`config.mk`:
```
export PLATFORM = sky130hd
export DESIGN_NAME = xbc_regs
export DESIGN_NICKNAME = d
export VERILOG_FILES = /design/src/rtl/xbc_pkg.sv /design/src/rtl/xbc_chan.sv /design/src/rtl/xbc_regs.sv
export SDC_FILE = /design/constraint.sdc
export NUM_CORES = 1
export LEC_CHECK = 0
export BUFFER_PORTS_ARGS = -buffer_cell sky130_fd_sc_hd__buf_4
export CAP_MARGIN = 20
export CORE_MARGIN = 2
export CORE_UTILIZATION = 42
export CTS_BUF_LIST = sky130_fd_sc_hd__clkbuf_16
export CTS_CLUSTER_DIAMETER = 200
export DETAILED_ROUTE_END_ITERATION = 8
export GPL_ROUTABILITY_DRIVEN = 0
export HOLD_SLACK_MARGIN = 0.02
export PLACE_DENSITY = 0.76
export SKIP_CTS_REPAIR_TIMING = 1
export SLEW_MARGIN = 5
export SYNTH_ARGS = -nofsm -noshare
export SYNTH_HDL_FRONTEND = slang
export SYNTH_HIERARCHICAL = 1
export SYNTH_SLANG_ARGS = --single-unit
```
`constraint.sdc`:
```
create_clock -name clk_i -period 1.7 [get_ports clk_i]
set_input_delay 0.17 -clock clk_i [delete_from_list [all_inputs] [get_ports clk_i]]
set_output_delay 0.17 -clock clk_i [all_outputs]
set_load 0.005 [all_outputs]
```
`src/rtl/xbc_pkg.sv`:
```
package xbc_pkg;
  localparam int THR_W     = 6;
  localparam int REG_W     = 32;
  localparam int RX_LSB    = 8;   // receive byte position
  localparam int TX_LSB    = 0;   // transmit byte position
  localparam int DMA_BIT   = 7;   // within a direction byte
  localparam int FLUSH_BIT = 6;
  localparam int NCH       = 2;   // 0: transmit, 1: receive
endpackage

```
`src/rtl/xbc_chan.sv`:
```
module xbc_chan
  import xbc_pkg::*;
#(
  parameter int DEPTH = 16,
  parameter int LVL_W = $clog2(DEPTH + 1)
) (
  input  logic             clk_i,
  input  logic             rst_ni,
  input  logic             wr_i,
  input  logic [7:0]       wbyte_i,
  input  logic             busy_i,
  input  logic [LVL_W-1:0] count_i,
  output logic [7:0]       field_o,
  output logic             flush_o,
  output logic             req_o,
  output logic             rdy_o,
  output logic             blocked_o
);
  localparam logic [THR_W-1:0] MAX_CODE = THR_W'(DEPTH - 1);

  logic             dma_q, flush_q, hit_q, hit_d;
  logic [THR_W-1:0] thr_q, thr_sat;

  assign thr_sat   = (wbyte_i[THR_W-1:0] > MAX_CODE) ? MAX_CODE : wbyte_i[THR_W-1:0];
  assign blocked_o = wr_i && busy_i && (thr_sat != thr_q);
  assign hit_d     = int'(count_i) >= int'(thr_q) + 1;

  always_ff @(posedge clk_i or negedge rst_ni) begin
    if (!rst_ni) begin
      dma_q   <= 1'b0;
      flush_q <= 1'b0;
      thr_q   <= '0;
      hit_q   <= 1'b0;
    end else begin
      flush_q <= wr_i && wbyte_i[FLUSH_BIT];
      if (wr_i) dma_q <= wbyte_i[DMA_BIT];
      if (wr_i && !busy_i) thr_q <= thr_sat;
      hit_q <= flush_q ? 1'b0 : hit_d;  // mask the stale level in the cycle after a flush
    end
  end

  assign field_o = {dma_q, 1'b0, thr_q};
  assign flush_o = flush_q;
  assign req_o   = hit_q && dma_q;
  assign rdy_o   = hit_q && !dma_q;


  ready_low_dma_chk: assert property (@(posedge clk_i) disable iff (!rst_ni)
    dma_q |-> !rdy_o);

  thr_clamped_chk: assert property (@(posedge clk_i) disable iff (!rst_ni)
    thr_q <= MAX_CODE);

  thr_locked_chk: assert property (@(posedge clk_i) disable iff (!rst_ni)
    (wr_i && busy_i) |=> $stable(thr_q));

  flush_quiet_chk: assert property (@(posedge clk_i) disable iff (!rst_ni)
    flush_q |=> (!req_o && !rdy_o));
endmodule

```
`src/rtl/xbc_regs.sv`:
```
module xbc_regs
  import xbc_pkg::*;
#(
  parameter int              DEPTH      = 16,
  parameter int              ADDR_W     = 12,
  parameter logic [ADDR_W-1:0] REG_OFFSET = ADDR_W'(12'h094),
  parameter int              LVL_W      = $clog2(DEPTH + 1)
) (
  input  logic              clk_i,
  input  logic              rst_ni,
  input  logic [ADDR_W-1:0] bus_addr_i,
  input  logic              bus_we_i,
  input  logic [REG_W-1:0]  bus_wdata_i,
  output logic [REG_W-1:0]  bus_rdata_o,
  input  logic              busy_i,
  input  logic [LVL_W-1:0]  rx_level_i,
  input  logic [LVL_W-1:0]  tx_level_i,
  output logic              rx_flush_o,
  output logic              tx_flush_o,
  output logic              rx_dma_req_o,
  output logic              tx_dma_req_o,
  output logic              rx_ready_o,
  output logic              tx_ready_o,
  output logic              thr_err_o
);
  logic             hit_addr, wr;
  logic [7:0]       field [NCH];
  logic [NCH-1:0]   flush, req, rdy, blocked;
  logic [LVL_W-1:0] count [NCH];
  logic             err_q;

  assign hit_addr = (bus_addr_i == REG_OFFSET);
  assign wr       = bus_we_i && hit_addr;
  assign count[0] = LVL_W'(DEPTH) - tx_level_i;  // free slots
  assign count[1] = rx_level_i;

  for (genvar c = 0; c < NCH; c++) begin : g_ch
    localparam int LSB = (c == 1) ? RX_LSB : TX_LSB;
    xbc_chan #(.DEPTH(DEPTH), .LVL_W(LVL_W)) u_chan (
      .clk_i     (clk_i),
      .rst_ni    (rst_ni),
      .wr_i      (wr),
      .wbyte_i   (bus_wdata_i[LSB+:8]),
      .busy_i    (busy_i),
      .count_i   (count[c]),
      .field_o   (field[c]),
      .flush_o   (flush[c]),
      .req_o     (req[c]),
      .rdy_o     (rdy[c]),
      .blocked_o (blocked[c])
    );
  end

  always_ff @(posedge clk_i or negedge rst_ni) begin
    if (!rst_ni) err_q <= 1'b0;
    else if (|blocked) err_q <= 1'b1;
  end

  assign bus_rdata_o  = hit_addr ? {16'h0, field[1], field[0]} : '0;
  assign rx_flush_o   = flush[1];
  assign tx_flush_o   = flush[0];
  assign rx_dma_req_o = req[1];
  assign tx_dma_req_o = req[0];
  assign rx_ready_o   = rdy[1];
  assign tx_ready_o   = rdy[0];
  assign thr_err_o    = err_q;


  reserved_zero_chk: assert property (@(posedge clk_i) disable iff (!rst_ni)
    bus_rdata_o[31:16] == 16'h0);

  flush_read_zero_chk: assert property (@(posedge clk_i) disable iff (!rst_ni)
    (bus_rdata_o[14] == 1'b0) && (bus_rdata_o[6] == 1'b0));

  err_sticky_chk: assert property (@(posedge clk_i) disable iff (!rst_ni)
    thr_err_o |=> thr_err_o);

  flush_single_chk: assert property (@(posedge clk_i) disable iff (!rst_ni)
    rx_flush_o |-> $past(bus_we_i && hit_addr && bus_wdata_i[14]));
endmodule

```
==> out/metrics.csv <==
metric;value;unit
grt_pass1_wl;7250;um
violations;negative setup slack;
crit_family;simple AND/OR/NAND/NOR gates;
ant_nets;0;
reg2reg_slack;0.06;ns
routed_wl;4590;um
synth-edff-count;0;
cts_tree;built;
syn2layout_area_growth;34.7;%
cts_buffers;3;
vdd_drop_max;320;uV
reg2reg_from;g_ch[0].u_chan/thr_q[0];
insertion_delay;0.25;ns
boundaryPins;97;
postSynthAreaPerCell;9.32;um2
yosysWarnings;6;
crit_path_end_kind;flip-flop;
start_util;44.3;%
period_share;104;%
crit_required;1.82;ns
drive_above_1_share;44.9;%
die_x;72.3;um
vias_per_cell;5.16;
die_h;72.3;um
hpwlAfterDp;3500;um
cts.sinks;19;
cp.arrival;1.88;ns
drc_errors;0;
final_area;2640;um2
drtPass1Iterations;4;
path_depth;8;
cts_buffer_depth;2;
grt_usage;17.3;%
core_area;4410;um2
row_count;24;
cp_cell_sequence;buf_6 -> or4bb_4 -> nor4_4 -> buf_6 -> nand2b_4 -> or3_4 -> nor2_1 -> a21oi_1;
rsz0062_at_grt;true;
critPathLaunchType;input pin;
reg2reg_depth;7;
worst_slack;-0.0645;ns
grt_pass1_vias;1619;
cp_common_cell;buf_6;
regArea;478;um2
multiInputGateArea;1350;um2
htreeDepth;1;
crit_fanout;6;
grt-ovfl-total;0;
netlist_instances;210;
wl_per_cell;14.0;um
fmax;567;MHz
r2r_end;g_ch[0].u_chan/hit_q;
utilization;59.7;%
cp-startpoint;bus_addr_i[0];
drv_slew;0;
hold_path_class;input pin to flip-flop;
power;0.00118;W
ys_seq_area_share;24.3;%
cpMaxStageDelayCell;or4bb_4;
die_area;5220;um2
diodes;0;
grt_max_degree;20;
synth.distinct_cells;38;
critPathKind;input pin to flip-flop;
setup_viol;7;
num-nets-final;348;
route.vias.total;1694;
synth_flop_cell;dfrtp_1;
max_stage_delay;0.55;ns
synth_area;1960;um2
p_leak;1.22;nW
outcome;finished, violations left;
skew;0.00338;ns
antenna_found_initial;0;
power.density;449;nW/um2
cts-root-buf;clkbuf_16;
cts.reportedPaths.clkPinSlew;0.06;ns
report.final.hold_viol_count;0;
fillers;397;
endpoint;g_ch[0].u_chan/thr_q[3];
path_buf_inv;2;
synth_seq_cells;19;
place.port_buffers;62;
async_flop_share;100;%
max_cap_violations;0;
placed_cell_area;2440;um2
drt_iter0_markers;118;
post-route-min-period;1.76;ns
cell type report:
| type | instances | area share [%] |
|---|---|---|
| clock buffer | 3 | 2.85 |
| multi-input combinational | 161 | 51.0 |
| tap | 52 | 2.47 |
| timing repair buffer | 78 | 23.3 |
| clock inverter | 1 | 0.190 |
| sequential | 19 | 18.1 |
| inverter | 14 | 1.99 |
cell usage after synthesis, types with 8 or more instances:
library cell	count	area share, %
nor4_2	10	6.4
nand2_1	8	1.5
inv_1	14	2.7
buf_4	20	7.7
a21oi_1	12	3.1
dfrtp_1	19	24
and2_1	8	2.6
or4bb_1	17	9.8
nand3_1	8	2.0
nor2_1	10	1.9
xnor2_1	10	4.5
ha_1	13	8.3
worst register-to-register path: cells and delay by family, from the launching register on:
kind	cells	cell delay, ns
simple gates	1	0.10
fa+ha+maj	2	0.53
compound gates	3	0.36
flops	1	0.40
xor+xnor	1	0.13
flip-flops by register name (all words and copies together), names as in the netlist:
register             cells
thr_err_o                1
g_ch.u_chan/hit_q        2
g_ch.u_chan/flush_o      2
g_ch.u_chan/dma_q        2
g_ch.u_chan/thr_q       12
how the worst min path moves through the flow:
stage / startpoint / end / slack [ns] / cells past startpoint
floorplan: rst_ni / g_ch[0].u_chan/dma_q / -0.13 / 0
CTS: rst_ni / g_ch[0].u_chan/hit_q / -0.21 / 1
detailed placement: rst_ni / g_ch[0].u_chan/hit_q / 0.06 / 1
global placement: rst_ni / g_ch[0].u_chan/flush_o / 0.06 / 1
finish: bus_wdata_i[14] / g_ch[1].u_chan/flush_o / 0.13 / 2
global route: bus_wdata_i[14] / g_ch[1].u_chan/flush_o / 0.13 / 2
metrics by stage:
stage / setup TNS [ns] / hold slack [ns] / worst slack, ns / cells
5_1_grt: -0.814 / 0.127 / -0.111 / 328
2_1_floorplan: -1.63 / -0.126 / -0.272 / 225
4_1_cts: -0.562 / -0.206 / -0.0637 / 326
3_3_place_gp: -2.68 / 0.0558 / -0.291 / 322
3_5_place_dp: -2.84 / 0.0587 / -0.306 / 322
6_report: -0.260 / 0.128 / -0.0645 / 328
metal layers:
metal	vias up	wire [um]	part of all wire, %	track usage [%]
met5	-	0	0	0
met4	0	35	0.76	4.40
met3	6	247	5.4	3.06
met2	54	2380	52	29.5
met1	786	1930	42	22.7
li1	848	-	-	-
layout by cell type, fill, tap and decap left out, types with 3 or more instances in the layout:
cell type and instances:
a21oi_1 12, and2_1 8, buf_4 70, buf_6 7, clkbuf_16 3, conb_1 18, dfrtp_1 17, ha_1 11
inv_1 14, nand2_1 8, nand3_1 8, nor2_1 5, nor2_2 5, nor2b_1 6, nor4_2 14, or4bb_1 16
xnor2_1 10, xor2_1 3
where the power goes:
| part | leakage, nW | switching, W | internal, W |
|---|---|---|---|
| logic | 0.956 | 0.000113 | 0.000126 |
| registers | 0.227 | 0.00000202 | 0.000457 |
| clock network | 0.0409 | 0.000171 | 0.000315 |
cells by family (layout without fill, tap and decap cells):
group / Yosys count / count (layout) / synth area share [%]
and+or+nand+nor: 87 / 87 / 34.3
buffers and inverters: 45 / 96 / 14.3
AOI/OAI and AO/OA: 28 / 28 / 11.3
DFF: 19 / 19 / 24.3
adders and majority gates: 13 / 13 / 8.31
xor gates and xnor gates: 13 / 13 / 5.82
other: 3 / 18 / 0.575
muxes: 2 / 2 / 1.15
Power figures use the tool's default switching activity.
